<file path="config.mk">
export PLATFORM = sky130hd
export DESIGN_NAME = nand_cmd_seq
export DESIGN_NICKNAME = d
export VERILOG_FILES = /design/src/rtl/nand_seq_pkg.sv /design/src/rtl/nand_addr_plan.sv /design/src/rtl/nand_wait_ctr.sv /design/src/rtl/nand_cmd_seq.sv
export SDC_FILE = /design/constraint.sdc
export NUM_CORES = 1
export LEC_CHECK = 0
export CAP_MARGIN = 20
export CORE_MARGIN = 2
export CORE_UTILIZATION = 61
export CTS_BUF_LIST = sky130_fd_sc_hd__clkbuf_4 sky130_fd_sc_hd__clkbuf_8 sky130_fd_sc_hd__clkbuf_16
export CTS_CLUSTER_SIZE = 24
export DETAILED_ROUTE_END_ITERATION = 8
export PLACE_DENSITY = 0.87
export SLEW_MARGIN = 20
export SYNTH_ARGS = -nofsm -noshare
export SYNTH_HDL_FRONTEND = slang
export SYNTH_SLANG_ARGS = --single-unit
</file>
<file path="constraint.sdc">
create_clock -name clk -period 4.66 [get_ports clk]
set_input_delay 1.165 -clock clk [delete_from_list [all_inputs] [get_ports clk]]
set_output_delay 1.165 -clock clk [all_outputs]
set_load 0.01 [all_outputs]
</file>
<file path="src/rtl/nand_seq_pkg.sv">
`timescale 1ns/1ps
package nand_seq_pkg;
  localparam int unsigned BYTE_W     = 8;
  localparam int unsigned COL_BITS   = 16;
  localparam int unsigned PAGE_BITS  = 24;
  localparam int unsigned COL_BYTES  = COL_BITS / BYTE_W;
  localparam int unsigned PAGE_BYTES = PAGE_BITS / BYTE_W;
  localparam int unsigned ADDR_SLOTS = COL_BYTES + PAGE_BYTES;
  localparam int unsigned SLOT_IW    = $clog2(ADDR_SLOTS + 1);

  typedef logic [BYTE_W-1:0] byte_t;

  typedef enum logic [2:0] {
    ST_IDLE, ST_CMD, ST_ADDR, ST_GAP, ST_CONF, ST_SETTLE, ST_POLL, ST_DONE
  } seq_state_e;

  localparam byte_t OP_READ0     = 8'h00;
  localparam byte_t OP_READ0_GO  = 8'h30;
  localparam byte_t OP_RNDOUT    = 8'h05;
  localparam byte_t OP_RNDOUT_GO = 8'hE0;
  localparam byte_t OP_READID    = 8'h90;
  localparam byte_t OP_PARAM     = 8'hEC;
endpackage

</file>
<file path="src/rtl/nand_addr_plan.sv">
`timescale 1ns/1ps
// Builds the packed list of address bytes and the optional confirm opcode
// for one request.
module nand_addr_plan
  import nand_seq_pkg::*;
(
  input  byte_t                opcode,
  input  logic                 has_col,
  input  logic [COL_BITS-1:0]  col,
  input  logic                 has_page,
  input  logic [PAGE_BITS-1:0] page,
  input  logic                 bus16,
  input  logic                 big,
  output byte_t                slot [ADDR_SLOTS],
  output logic [SLOT_IW-1:0]   slot_cnt,
  output logic                 need_conf,
  output byte_t                conf_op
);
  logic                narrow;
  logic [COL_BITS-1:0] col_eff;
  int unsigned         col_n;
  int unsigned         page_n;

  // Byte-wide opcodes: one column cycle, never shifted.
  assign narrow  = (opcode == OP_READID) || (opcode == OP_PARAM);
  assign col_eff = (bus16 && !narrow) ? (col >> 1) : col;

  always_comb begin
    logic [SLOT_IW-1:0] n;
    n = '0;
    for (int i = 0; i < ADDR_SLOTS; i++) slot[i] = '0;
    col_n  = narrow ? 1 : COL_BYTES;
    page_n = big ? PAGE_BYTES : PAGE_BYTES - 1;
    if (has_col) begin
      for (int b = 0; b < COL_BYTES; b++) begin
        if (b < col_n) begin
          slot[n] = col_eff[BYTE_W*b +: BYTE_W];
          n = n + SLOT_IW'(1);
        end
      end
    end
    if (has_page) begin
      for (int b = 0; b < PAGE_BYTES; b++) begin
        if (b < page_n) begin
          slot[n] = page[BYTE_W*b +: BYTE_W];
          n = n + SLOT_IW'(1);
        end
      end
    end
    slot_cnt = n;
  end

  always_comb begin
    need_conf = 1'b0;
    conf_op   = '0;
    if (opcode == OP_READ0) begin
      need_conf = 1'b1;
      conf_op   = OP_READ0_GO;
    end else if (opcode == OP_RNDOUT) begin
      need_conf = 1'b1;
      conf_op   = OP_RNDOUT_GO;
    end
  end
endmodule

</file>
<file path="src/rtl/nand_wait_ctr.sv">
`timescale 1ns/1ps
// Shared up-counter for the settling wait and the polling window.
module nand_wait_ctr #(
  parameter int unsigned CW = 8
) (
  input  logic          clk,
  input  logic          rst_n,
  input  logic          clr,
  input  logic          en,
  output logic [CW-1:0] cnt
);
  logic [CW-1:0] cnt_d;

  always_comb begin
    cnt_d = cnt;
    if (clr)     cnt_d = '0;
    else if (en) cnt_d = cnt + CW'(1);
  end

  always_ff @(posedge clk or negedge rst_n) begin
    if (!rst_n)          cnt <= '0;
    else if (clr || en)  cnt <= cnt_d;
  end
endmodule

</file>
<file path="src/rtl/nand_cmd_seq.sv">
`timescale 1ns/1ps
module nand_cmd_seq
  import nand_seq_pkg::*;
#(
  parameter int unsigned SETTLE_CYC = 20,
  parameter int unsigned TMO_CYC    = 4000000
) (
  input  logic                 clk,
  input  logic                 rst_n,
  input  logic                 req_valid,
  input  logic [BYTE_W-1:0]    req_opcode,
  input  logic                 req_has_col,
  input  logic [COL_BITS-1:0]  req_col,
  input  logic                 req_has_page,
  input  logic [PAGE_BITS-1:0] req_page,
  input  logic                 cfg_bus16,
  input  logic                 cfg_big,
  input  logic                 rb_ready,
  output logic                 busy,
  output logic                 cmd_latch,
  output logic                 addr_latch,
  output logic                 wr_strobe,
  output logic [BYTE_W-1:0]    bus_byte,
  output logic                 done,
  output logic                 timeout
);
  localparam int unsigned SPAN = (SETTLE_CYC > TMO_CYC) ? SETTLE_CYC : TMO_CYC;
  localparam int unsigned CW   = $clog2(SPAN + 1);
  localparam logic [CW-1:0] SETTLE_LAST = CW'(SETTLE_CYC - 1);
  localparam logic [CW-1:0] TMO_LAST    = CW'(TMO_CYC - 1);

  // Reset: asserted asynchronously, released on a clock edge.
  logic [1:0] rst_pipe_q;
  logic       rst_n_s;
  always_ff @(posedge clk or negedge rst_n) begin
    if (!rst_n) rst_pipe_q <= '0;
    else        rst_pipe_q <= {rst_pipe_q[0], 1'b1};
  end
  assign rst_n_s = rst_pipe_q[1];

  // Address plan, computed from the live request and captured on accept.
  byte_t              plan_slot [ADDR_SLOTS];
  logic [SLOT_IW-1:0] plan_cnt;
  logic               plan_conf;
  byte_t              plan_conf_op;

  nand_addr_plan u_plan (
    .opcode    (req_opcode),
    .has_col   (req_has_col),
    .col       (req_col),
    .has_page  (req_has_page),
    .page      (req_page),
    .bus16     (cfg_bus16),
    .big       (cfg_big),
    .slot      (plan_slot),
    .slot_cnt  (plan_cnt),
    .need_conf (plan_conf),
    .conf_op   (plan_conf_op)
  );

  seq_state_e         state_q, state_d, post_addr;
  byte_t              op_q, conf_op_q;
  byte_t              slot_q [ADDR_SLOTS];
  logic [SLOT_IW-1:0] cnt_q, idx_q, idx_d, last_idx;
  logic               conf_q, tmo_q, tmo_d, accept;
  logic [CW-1:0]      wait_cnt;
  logic               wait_clr, wait_en;

  assign last_idx = cnt_q - SLOT_IW'(1);

  // Next-state logic
  always_comb begin
    state_d   = state_q;
    idx_d     = idx_q;
    tmo_d     = tmo_q;
    accept    = 1'b0;
    post_addr = conf_q ? ST_GAP : ST_SETTLE;
    unique case (state_q)
      ST_IDLE: begin
        if (req_valid) begin
          accept  = 1'b1;
          state_d = ST_CMD;
          tmo_d   = 1'b0;
        end
      end
      ST_CMD: begin
        if (cnt_q != '0) begin
          state_d = ST_ADDR;
          idx_d   = '0;
        end else begin
          state_d = post_addr;
        end
      end
      ST_ADDR: begin
        if (idx_q == last_idx) state_d = post_addr;
        else                   idx_d   = idx_q + SLOT_IW'(1);
      end
      ST_GAP:    state_d = ST_CONF;
      ST_CONF:   state_d = ST_SETTLE;
      ST_SETTLE: begin
        if (wait_cnt == SETTLE_LAST) state_d = ST_POLL;
      end
      ST_POLL: begin
        if (rb_ready) begin
          state_d = ST_DONE;
        end else if (wait_cnt == TMO_LAST) begin
          state_d = ST_DONE;
          tmo_d   = 1'b1;
        end
      end
      ST_DONE: state_d = ST_IDLE;
      default: state_d = ST_IDLE;
    endcase
  end

  // Registers
  always_ff @(posedge clk or negedge rst_n_s) begin
    if (!rst_n_s) begin
      state_q   <= ST_IDLE;
      op_q      <= '0;
      conf_op_q <= '0;
      conf_q    <= 1'b0;
      cnt_q     <= '0;
      idx_q     <= '0;
      tmo_q     <= 1'b0;
      for (int i = 0; i < ADDR_SLOTS; i++) slot_q[i] <= '0;
    end else begin
      state_q <= state_d;
      idx_q   <= idx_d;
      tmo_q   <= tmo_d;
      if (accept) begin
        op_q      <= req_opcode;
        conf_op_q <= plan_conf_op;
        conf_q    <= plan_conf;
        cnt_q     <= plan_cnt;
        for (int i = 0; i < ADDR_SLOTS; i++) slot_q[i] <= plan_slot[i];
      end
    end
  end

  // Wait counter restarts on every state change.
  assign wait_clr = (state_d != state_q);
  assign wait_en  = (state_q == ST_SETTLE) || (state_q == ST_POLL);

  nand_wait_ctr #(.CW(CW)) u_wait (
    .clk   (clk),
    .rst_n (rst_n_s),
    .clr   (wait_clr),
    .en    (wait_en),
    .cnt   (wait_cnt)
  );

  // Bus outputs
  assign cmd_latch  = (state_q == ST_CMD) || (state_q == ST_CONF);
  assign addr_latch = (state_q == ST_ADDR);
  assign wr_strobe  = cmd_latch || addr_latch;
  assign busy       = (state_q != ST_IDLE);
  assign done       = (state_q == ST_DONE);
  assign timeout    = tmo_q;

  always_comb begin
    unique case (state_q)
      ST_CMD:  bus_byte = op_q;
      ST_ADDR: bus_byte = slot_q[idx_q];
      ST_CONF: bus_byte = conf_op_q;
      default: bus_byte = '0;
    endcase
  end
endmodule

</file>
=== After elaboration in Yosys (flattened, before gate mapping) ===
Cells that the tools add are included.

* RAM bits: 0
* Bits in read-only memories: 0
* Bits in registers: 91
* Output and inout bits: 14
* Memories kept: 0
* Word-level logic and storage cells: 142
* Latch bits: 0

* Divide/modulo/power cells: 0
* Multiply operators: 0
* Bitwise logic cells: 5
* Eq/ne operators: 19
* Reduce and logical (&&, ||, !) cells: 21
* Multiplexer cells: 62
* Magnitude comparators: 14
* $add $sub $neg: 7
* Shift-type cells: 0

{| class="wikitable"
|+ Operator list
! operator !! number
|-
| 40-bit 2-to-1 mux || 8
|-
| 40-bit bitwise mux || 4
|-
| 1-bit by 32-bit < comparator with 1-bit output (first input constant) || 4
|-
| 8-bit demux with 3-bit select || 4
|-
| 8-bit 2-to-1 mux || 10
|-
| 3-bit 2-to-1 mux || 18
|-
| 22-bit 2-to-1 mux || 2
|-
| 2-bit by 32-bit < comparator with 1-bit output (first input constant) || 1
|-
| 8-bit binary-select mux with 3-bit select || 1
|-
| 3-bit one-hot mux with 8 select lines || 1
|-
| 8-bit one-hot mux with 3 select lines || 1
|-
| 22-bit by 1-bit adder with 22-bit output (second input constant) || 1
|-
| 22-bit equality test (second input constant) || 1
|-
| 22-bit by 5-bit equality test with 1-bit output (second input constant) || 1
|-
| 4-bit greater-or-equal comparator (second input constant) || 5
|-
| 3-bit NOT with 4-bit output || 5
|-
| 8-bit equality test (second input constant) || 2
|-
| 4-bit by 1-bit < comparator with 1-bit output (second input constant) || 4
|-
| 16-bit 2-to-1 mux || 1
|-
| 3-bit by 1-bit adder with 3-bit output (second input constant) || 5
|-
| 3-bit equality test (second input constant) || 4
|-
| 2-bit inequality test (second input constant) || 5
|-
| 1-bit 2-to-1 mux || 9
|-
| 8-bit by 3-bit equality test with 1-bit output (second input constant) || 1
|-
| other kinds (18) || 30
|}

=== Depth between registers and ports, before layout ===
Gate-level depths: netlist of the first run.

* Depth after elaboration: 23
* Gate-level depth with buffers: 12

=== Modules after synthesis ===
A second synthesis of the first run with hierarchy kept.

* Cells, all modules: 576
* Area, all modules: 5906.9 um2

{| class="wikitable"
|+ By module, submodules not included
! module !! cells each !! area an instance (um2) !! instances
|-
| nand_cmd_seq || 288 || 3657.3 || 1
|-
| nand_wait_ctr || 118 || 1149.9 || 1
|-
| nand_addr_plan || 170 || 1099.8 || 1
|}

=== Worst setup path before layout of the first run ===
OpenSTA, ideal clock, no wires.

* Path kind: in2reg
* From: input port req_opcode[0]
* To: register slot_q[22] in the netlist's numbering
* Path slack: 1.161 ns
* Arrival: 3.421 ns
* Cell stages on the path: 11
* Buffers on the path: 2
* Cell sequence: nor4_4 nand4_4 buf_6 a21oi_1 inv_1 ha_1 and2_1 buf_1 a211oi_2 a221oi_1 a21oi_1

* Cells in the longest elaborated chain, start to end: 23
* Elaborated cells on any way between the ends: 56
* Those cells by class: 3 x add/sub; 10 x order compare; 2 x eq/ne; 30 x mux; 4 x bitwise; 7 x reduce/logical

{| class="wikitable"
|+ RTL lines
! item !! line !! text
|-
| from (decl) || nand_cmd_seq.sv:11 || <nowiki>input logic [BYTE_W-1:0] req_opcode,</nowiki>
|-
| 8-bit equality test || nand_addr_plan.sv:25 || <nowiki>assign narrow = (opcode == OP_READID) || (opcode == OP_PARAM);</nowiki>
|-
| 1-bit logical OR (*) || nand_addr_plan.sv:25 ||
|-
| 2-bit 2-to-1 mux || nand_addr_plan.sv:32 || <nowiki>col_n = narrow ? 1 : COL_BYTES;</nowiki>
|-
| 1-bit by 32-bit < comparator with 1-bit output || nand_addr_plan.sv:36 || <nowiki>if (b < col_n) begin</nowiki>
|-
| 1-bit 2-to-1 mux || nand_addr_plan.sv:36 ||
|-
| 3-bit 2-to-1 mux || nand_addr_plan.sv:34 || <nowiki>if (has_col) begin</nowiki>
|-
| 3-bit by 1-bit adder with 3-bit output or 3-bit NOT with 4-bit output (tied branches) || nand_addr_plan.sv:38, nand_addr_plan.sv:37 ||
|-
| 3-bit 2-to-1 mux (tied with other cells) || nand_addr_plan.sv:36 ||
|-
| [7 not listed] || n/a ||
|-
| 3-bit NOT with 4-bit output (not written as such) (tied with other cells) || nand_addr_plan.sv:45 || <nowiki>slot[n] = page[BYTE_W*b +: BYTE_W];</nowiki>
|-
| 4-bit greater-or-equal comparator (not written as such) (tied with other cells) || nand_addr_plan.sv:45 ||
|-
| 1-bit logical AND (not written as such) or 40-bit bitwise mux (tied branches) || nand_addr_plan.sv:45 ||
|-
| 8-bit 2-to-1 mux (not written as such) or 40-bit 2-to-1 mux (tied branches) || nand_addr_plan.sv:45, nand_addr_plan.sv:44 ||
|-
| 8-bit demux with 3-bit select or 40-bit 2-to-1 mux (tied branches) || nand_addr_plan.sv:45, nand_addr_plan.sv:42 ||
|-
| 40-bit bitwise mux || nand_addr_plan.sv:45 ||
|-
| 40-bit 2-to-1 mux || nand_addr_plan.sv:44 || <nowiki>if (b < page_n) begin</nowiki>
|-
| 40-bit 2-to-1 mux (*) || nand_addr_plan.sv:42 || <nowiki>if (has_page) begin</nowiki>
|-
| to (decl) || nand_cmd_seq.sv:63 || <nowiki>byte_t slot_q [ADDR_SLOTS];</nowiki>
|}

Every way passes the cells marked *; elsewhere a longest branch is shown, timed or not. The select of a mux whose other input is x is not followed.
A chain may end at the register's enable or synchronous reset.

=== Worst setup path in the final report of the first run ===
* From: register idx_q[0]
* To: output port bus_byte[4]

* Cells in the longest elaborated chain, start to end: 5

{| class="wikitable"
|+ RTL lines
! item !! line !! text
|-
| from (decl) || nand_cmd_seq.sv:64 || <nowiki>logic [SLOT_IW-1:0] cnt_q, idx_q, idx_d, last_idx;</nowiki>
|-
| from (signal assigned) || nand_cmd_seq.sv:129 || <nowiki>idx_q <= idx_d;</nowiki>
|-
| 3-bit NOT with 4-bit output (not written as such) || nand_cmd_seq.sv:164 || <nowiki>ST_ADDR: bus_byte = slot_q[idx_q];</nowiki>
|-
| 8-bit binary-select mux with 3-bit select || nand_cmd_seq.sv:164 ||
|-
| 8-bit 2-to-1 mux (not written as such) (2 in series) || nand_cmd_seq.sv:164 ||
|-
| 8-bit one-hot mux with 3 select lines || nand_cmd_seq.sv:162 || <nowiki>unique case (state_q)</nowiki>
|-
| to (decl) || nand_cmd_seq.sv:23 || <nowiki>output logic [BYTE_W-1:0] bus_byte,</nowiki>
|}

No other way between the ends. The select of a mux whose other input is x is not followed.

==> run_results.csv, run 1 <==
group,metric,value,unit
route,total_wirelength_of_the_detailed_routed_design,15.6,mm
clock_network,clock_tree.buffer_depth,2,
place,dpl_cell_area,6170,um^2
power_and_ir_drop,maximum_vdd_drop,0.000235,V
synth,synth.cells.most_frequent,"sky130_fd_sc_hd__nand2_1, sky130_fd_sc_hd__dfrtp_1, sky130_fd_sc_hd__nor2_1",
timing,worst-slew-pin-transition,1.12,ns
clock_network,htreeDepth,3,
timing,max-slew-margin-rel,25.6,%
setup_path,r2r_slack,1.42,ns
clock_network,cts_hold_repair.buffers,0,
synth,syn-mean-instance-area,8.90,um^2
clock_network,cts.sink_count,85,
route,antenna_nets_post_route,0,
setup_path,crit_required,3.49,ns
floorplanning,io-pin-count,70,
synth,main_area_contributors_after_synthesis,"sky130_fd_sc_hd__dfrtp_1, sky130_fd_sc_hd__nand2_1, sky130_fd_sc_hd__nor2_1, sky130_fd_sc_hd__a21oi_1, sky130_fd_sc_hd__mux4_2",
floorplanning,die_height,98.8,um
route,drt-vias-per-instance,6.86,
global_route,grt_pass1_vias,5269,
worst_hold_path,hold_path_class,"flop to async pin",
synth,synthesis.area,5480,um^2
timing,fmax,240,MHz
setup_path,crit_type,"flop to output port",
synth,synth_cell_type_count,62,
synth,yosysWarnings,0,
setup_path,r2r_path_start,"state_q[1]$_DFF_PN0_",
route,route.detailed.drc,0,
clock_network,post_cts.resized_instances,0,
cells_and_area,final_core_util,73.3,%
synth,yosysSeqAreaShare,38.8,%
floorplanning,floorplan.die.width,98.8,um
synth,synth_top_cell_by_area,"sky130_fd_sc_hd__dfrtp_1",
floorplanning,core_area,8720,um^2
synth,synthesis.nets,678,
timing,timing.final.crit_period,4.17,ns
status,status,"complete, no violations",
global_route,grt_first_pass_wirelength,25.8,mm
synth,syn-instance-count,615,
cells_and_area,num_antenna_cells,0,
route,first_pass_iters,8,
timing,setup_viol,0,
setup_path,timing.critical_path.fanout_max,14,
place,placement.io_buffers,69,
global_route,globalRouteOverflowTotal,0,
timing,final_clock_period_utilization_by_the_worst_path,89.5,%
synth,ys.flop_type,"sky130_fd_sc_hd__dfrtp_1",
synth,synth_edf_count,0,
clock_network,cts.clk_slew.worst_paths,0.09,ns
power_and_ir_drop,powerDensity,455,nW/um^2
setup_path,timing.rr.end,"u_wait.cnt[11]$_DFFE_PN0P_",
place,globalplace.congestion,0.964,
synth,synthArstFlopShare,100,%
timing,finalHoldViolCount,0,
clock_network,cts_buffers,9,
synth,synth_largest_type_area_fraction,38.8,%
floorplanning,start_util,62.8,%
clock_network,postCtsSetupRepairBufs,0,
power_and_ir_drop,p_leak,0.00249,uW
setup_path,startpoint_type,"flop",
cells_and_area,synthToLayoutAreaGrowth,16.7,%
place,dp_hpwl,10.9,mm
synth,synth.ff_latch_count,85,
timing,fin_setup_tns,0,ns
route,drt-wirelength-per-cell,20.2,um
clock_network,worst_skew_pair.late_latency,0.35,ns
run,maxCapViolCount,0,
setup_path,crit_path_end_kind,"output port",
timing,max_slew_violation_count,0,
floorplanning,fp.dieArea,9750,um^2
clock_network,clock-root-buffer,"sky130_fd_sc_hd__clkbuf_8",
route,vias,5305,
synth,post-synth-top-count-cell,"sky130_fd_sc_hd__nand2_1",
global_route,antenna_found_initial,0,
cells_and_area,drive_gt1_share,10.4,%
timing,grt_setup_unrepaired,"false",
setup_path,worst_r2r_path_depth,5,
timing,skew,0.00550,ns
cells_and_area,finished_cell_area,6390,um^2
clock_network,clock_tree_from_tritoncts,"yes",
cells_and_area,fin_nets,723,
global_route,total_routing_usage_gr,32.7,%
global_route,largest_net_degree_at_the_start_of_global_routing,84,
floorplanning,floorplan.rows,34,
route,detail_route.iter0.violations,567,
setup_path,arrival_time_worst_endpoint,3.01,ns
cells by family after synthesis:
logic type      Yosys count  share of synthesized area (%)
compound gates          144                           18.7
xor+xnor                 26                           4.16
fa+ha+maj                 7                           1.60
buf+inv                  58                           4.57
flops                    85                           38.8
mux                      33                           8.20
other cells               1                         0.0685
simple gates            261                           23.9
critical path, cell delays in order (launching register included):
cell                              delay, ns
sky130_fd_sc_hd__dfrtp_1               0.67
sky130_fd_sc_hd__nor3_1                0.86
sky130_fd_sc_hd__a22o_1                0.29
sky130_fd_sc_hd__a22oi_1               0.07
sky130_fd_sc_hd__o21ai_0               0.19
sky130_fd_sc_hd__clkdlybuf4s50_1       0.57
where the power goes:
part	internal [uW]	switching [uW]
sequential	975	265
combinational	541	610
clock	239	278
total	1750	1150
flip-flops by register name, summed over array words and instances, names as in the netlist:
register,count
slot_q,40
conf_op_q,3
state_q,3
cnt_q,3
idx_q,3
rst_pipe_q,2
op_q,8
u_wait.cnt,22
timeout,1
worst max-delay path by stage:
stage | from | endpoint | slack [ns] | depth (start not counted)
2_1_floorplan | req_opcode[0] | slot_q[22]$_DFFE_PN0P_ | 1.16 | 11
3_3_place_gp | req_opcode[0] | slot_q[35]$_DFFE_PN0P_ | 0.37 | 10
3_5_place_dp | req_opcode[0] | slot_q[32]$_DFFE_PN0P_ | 0.19 | 10
4_1_cts | idx_q[0]$_DFFE_PN0P_ | bus_byte[4] | 0.50 | 5
5_1_grt | idx_q[0]$_DFFE_PN0P_ | bus_byte[5] | 0.23 | 5
6_report | idx_q[0]$_DFFE_PN0P_ | bus_byte[4] | 0.49 | 5
placed cells by master, fill, tap and decap left out, drive strengths merged, types with 15 or more instances in the layout:
cell type / synthesis / final
a21oi: 36 / 36
a221oi: 17 / 17
a22oi: 15 / 15
a31oi: 17 / 17
clkdlybuf4s50: 0 / 69
dfrtp: 85 / 85
mux2: 15 / 15
nand2: 89 / 89
nand3: 25 / 25
nand4: 22 / 22
nor2: 61 / 61
nor3: 25 / 25
o21ai: 20 / 20
xnor2: 15 / 15
metrics by stage:
| stage | hold slack [ns] | setup slack, ns | total power [uW] | cells |
|---|---|---|---|---|
| 2_1_floorplan | 0.331 | 1.16 | 1970 | 615 |
| 3_3_place_gp | 0.338 | 0.369 | 2310 | 756 |
| 3_5_place_dp | 0.349 | 0.193 | 2360 | 756 |
| 4_1_cts | 0.379 | 0.497 | 2880 | 772 |
| 5_1_grt | 0.289 | 0.233 | 3080 | 773 |
| 6_report | 0.262 | 0.489 | 2910 | 773 |
layer usage:
layer	up-vias	track usage (%)	part of all wire [%]	wire length [um]
li1	2339	-	-	-
met1	2509	42.2	37	5810
met2	379	53.5	48	7570
met3	78	3.97	8.6	1340
met4	0	18.7	5.7	891
met5	-	0	0	0
layout make-up:
type / count / area [um^2]
repair buffers: 77 / 771
fillers: 636 / 2330
multi-input cells: 472 / 3100
well taps: 108 / 135
clock inverters: 4 / 31.3
inverters: 15 / 56.3
clock buffers: 12 / 165
flip-flops and latches: 85 / 2130
(Power assumes the default switching activity.)
==> run 2: changes to the inputs <==
ABC_CLOCK_PERIOD_IN_PS = 4660   (was default)
==> results of run 2 <==
The final DEF is identical to that of run 1; final timing and power are the same.
==> run 3: changes to the inputs <==
ABC_CLOCK_PERIOD_IN_PS = default   (was 4660)
CORE_MARGIN = default   (was 2)
CTS_BUF_LIST = default   (was sky130_fd_sc_hd__clkbuf_4 sky130_fd_sc_hd__clkbuf_8 sky130_fd_sc_hd__clkbuf_16)
==> run 3 against run 2 <==
Combinational power about the same. Routed wire length is 2.7% higher. First-iteration DRC count is 23% lower. Worst setup slack lost 0.088 ns. Clock-buffer cell count fell by 3. Critical path depth grew 5. Worst hold slack worse by 0.021 ns. Power is 3.5% higher. Sequential power about the same. Largest cell class unchanged.
==> run_results.csv, run 3 (same netlist as run 1, synthesis figures left out) <==
group,metric,value,unit
cells_and_area,largest_register,"slot_q",
clock_network,cts_buffers,9,
timing,finalHoldViolCount,0,
power_and_ir_drop,maximum_vdd_drop,0.000256,V
place,placement.io_buffers,69,
timing,worst-slew-pin-transition,1.05,ns
clock_network,cts_hold_repair.buffers,0,
setup_path,r2r_path_start,"state_q[0]$_DFF_PN0_",
setup_path,crit_type,"input port to flop",
floorplanning,floorplan.die.width,96.8,um
timing,fmax,235,MHz
cells_and_area,drive_gt1_share,10.6,%
worst_hold_path,hold_path_class,"flop to async pin",
clock_network,postCtsSetupRepairBufs,0,
route,route.detailed.drc,0,
cells_and_area,layout_top_registers,"slot_q x40, u_wait.cnt x22, op_q x8",
clock_network,cts.sink_count,85,
timing,timing.final.crit_period,4.26,ns
setup_path,worst_r2r_path_depth,5,
setup_path,timing.critical_path.fanout_max,12,
cells_and_area,largest_reg_flops,40,
timing,fin_setup_tns,0,ns
timing,grt_setup_unrepaired,"false",
cells_and_area,multiInputGateArea,3100,um^2
cells_and_area,final-instance-count-excl-fill,775,
global_route,total_routing_usage_gr,35.1,%
route,drt-wirelength-per-cell,20.7,um
global_route,met2_usage,58.2,%
cells_and_area,num-fill-cells,639,
clock_network,worst_skew_pair.late_latency,0.37,ns
setup_path,startpoint_type,"input port",
clock_network,post_cts.resized_instances,0,
route,drt-vias-per-instance,6.81,
floorplanning,start_util,62.8,%
setup_path,crit_path_end_kind,"flop",
status,status,"complete, no violations",
cells_and_area,leading_cell_types_in_the_layout_fill_and_taps_excluded,"sky130_fd_sc_hd__nand2_1, sky130_fd_sc_hd__dfrtp_1, sky130_fd_sc_hd__clkdlybuf4s50_1",
setup_path,r2r_slack,1.45,ns
timing,setup_viol,0,
cells_and_area,final-seq-area,2130,um^2
floorplanning,floorplan.rows,34,
global_route,grt_first_pass_wirelength,26.2,mm
cells_and_area,mostFrequentLayoutCell,"sky130_fd_sc_hd__nand2_1",
clock_network,clock_tree_from_tritoncts,"yes",
global_route,top_usage_layer,"met2",
global_route,grt_pass1_vias,5275,
route,detail_route.iter0.violations,436,
floorplanning,io-pin-count,70,
global_route,largest_net_degree_at_the_start_of_global_routing,84,
global_route,grt_util_met1,44.0,%
clock_network,htreeDepth,3,
cells_and_area,num_antenna_cells,0,
route,antenna_nets_post_route,0,
place,globalplace.congestion,1.03,
clock_network,clock_tree.buffer_depth,2,
run,maxCapViolCount,0,
route,vias,5274,
route,total_wirelength_of_the_detailed_routed_design,16.0,mm
cells_and_area,fin_nets,725,
place,placedCellCount,757,
setup_path,arrival_time_worst_endpoint,4.54,ns
setup_path,crit_required,4.95,ns
place,dp_hpwl,11.2,mm
clock_network,clock-root-buffer,"sky130_fd_sc_hd__clkbuf_8",
global_route,antenna_found_initial,0,
timing,max_slew_violation_count,0,
timing,skew,0.0102,ns
cells_and_area,synthToLayoutAreaGrowth,17.6,%
timing,max-slew-margin-rel,29.9,%
power_and_ir_drop,p_leak,0.00252,uW
route,first_pass_iters,6,
global_route,gr-usage-met3,5.13,%
clock_network,cts.clk_slew.worst_paths,0.10,ns
power_and_ir_drop,powerDensity,467,nW/um^2
global_route,globalRouteOverflowTotal,0,
setup_path,timing.rr.end,"u_wait.cnt[0]$_DFFE_PN0P_",
floorplanning,die_height,96.8,um
timing,final_clock_period_utilization_by_the_worst_path,91.4,%
floorplanning,fp.dieArea,9360,um^2
floorplanning,core_area,8720,um^2
==> run 3: power breakdown <==
group          switching [uW]  internal, uW
sequential                261           975
combinational             625           542
clock                     296           309
==> run 3: final cells by class <==
cell class                 count  share of cell area, %
clock buffer                   9                   1.92
clock inverter                 7                   1.59
inverter                      15                  0.874
multi-input combinational    472                   48.2
sequential                    85                   33.1
tap                          108                   2.10
timing repair buffer          79                   12.2
==> run 3: worst max-delay path, cell delays in order <==
cell and delay, ns:
sky130_fd_sc_hd__clkdlybuf4s50_1 0.61, sky130_fd_sc_hd__and4b_1 0.29, sky130_fd_sc_hd__nand4_2 0.20, sky130_fd_sc_hd__a21oi_1 0.38, sky130_fd_sc_hd__inv_1 0.16, sky130_fd_sc_hd__ha_1 0.38
sky130_fd_sc_hd__and2_1 0.36, sky130_fd_sc_hd__a211oi_2 0.59, sky130_fd_sc_hd__a221oi_1 0.19, sky130_fd_sc_hd__a21oi_1 0.20
==> run 3: per-stage QoR <==
step | total power [uW] | area, um^2 | setup WS (ns) | hold WS (ns) | utilization (%)
after global placement | 2310 | 6180 | 0.353 | 0.338 | 70.8
after floorplan | 1970 | 5480 | 1.16 | 0.331 | -
after global routing | 3170 | 6440 | 0.196 | 0.281 | 73.8
after CTS | 2980 | 6400 | 0.484 | 0.370 | 73.4
after detailed placement | 2380 | 6180 | 0.133 | 0.346 | 70.8
final | 3010 | 6440 | 0.401 | 0.241 | 73.8
==> run 3: routing by layer <==
layer  vias to the layer above  share of wire, %  wire (um)
met4                         0               4.5        727
met1                      2556                38       6100
met3                        74               7.1       1140
li1                       2334                 -          -
met2                       310                50       8060
met5                         -                 0          0
==> run 3: worst max path at each step <==
stage,from,end,slack (ns),depth (start not counted)
floorplan,req_opcode[0],slot_q[22]$_DFFE_PN0P_,1.16,11
detailed placement,req_opcode[0],slot_q[36]$_DFFE_PN0P_,0.13,10
global route,idx_q[2]$_DFFE_PN0P_,bus_byte[5],0.20,6
global placement,req_opcode[0],slot_q[37]$_DFFE_PN0P_,0.35,10
finish,req_opcode[7],slot_q[22]$_DFFE_PN0P_,0.40,10
CTS,req_opcode[4],slot_q[36]$_DFFE_PN0P_,0.48,10
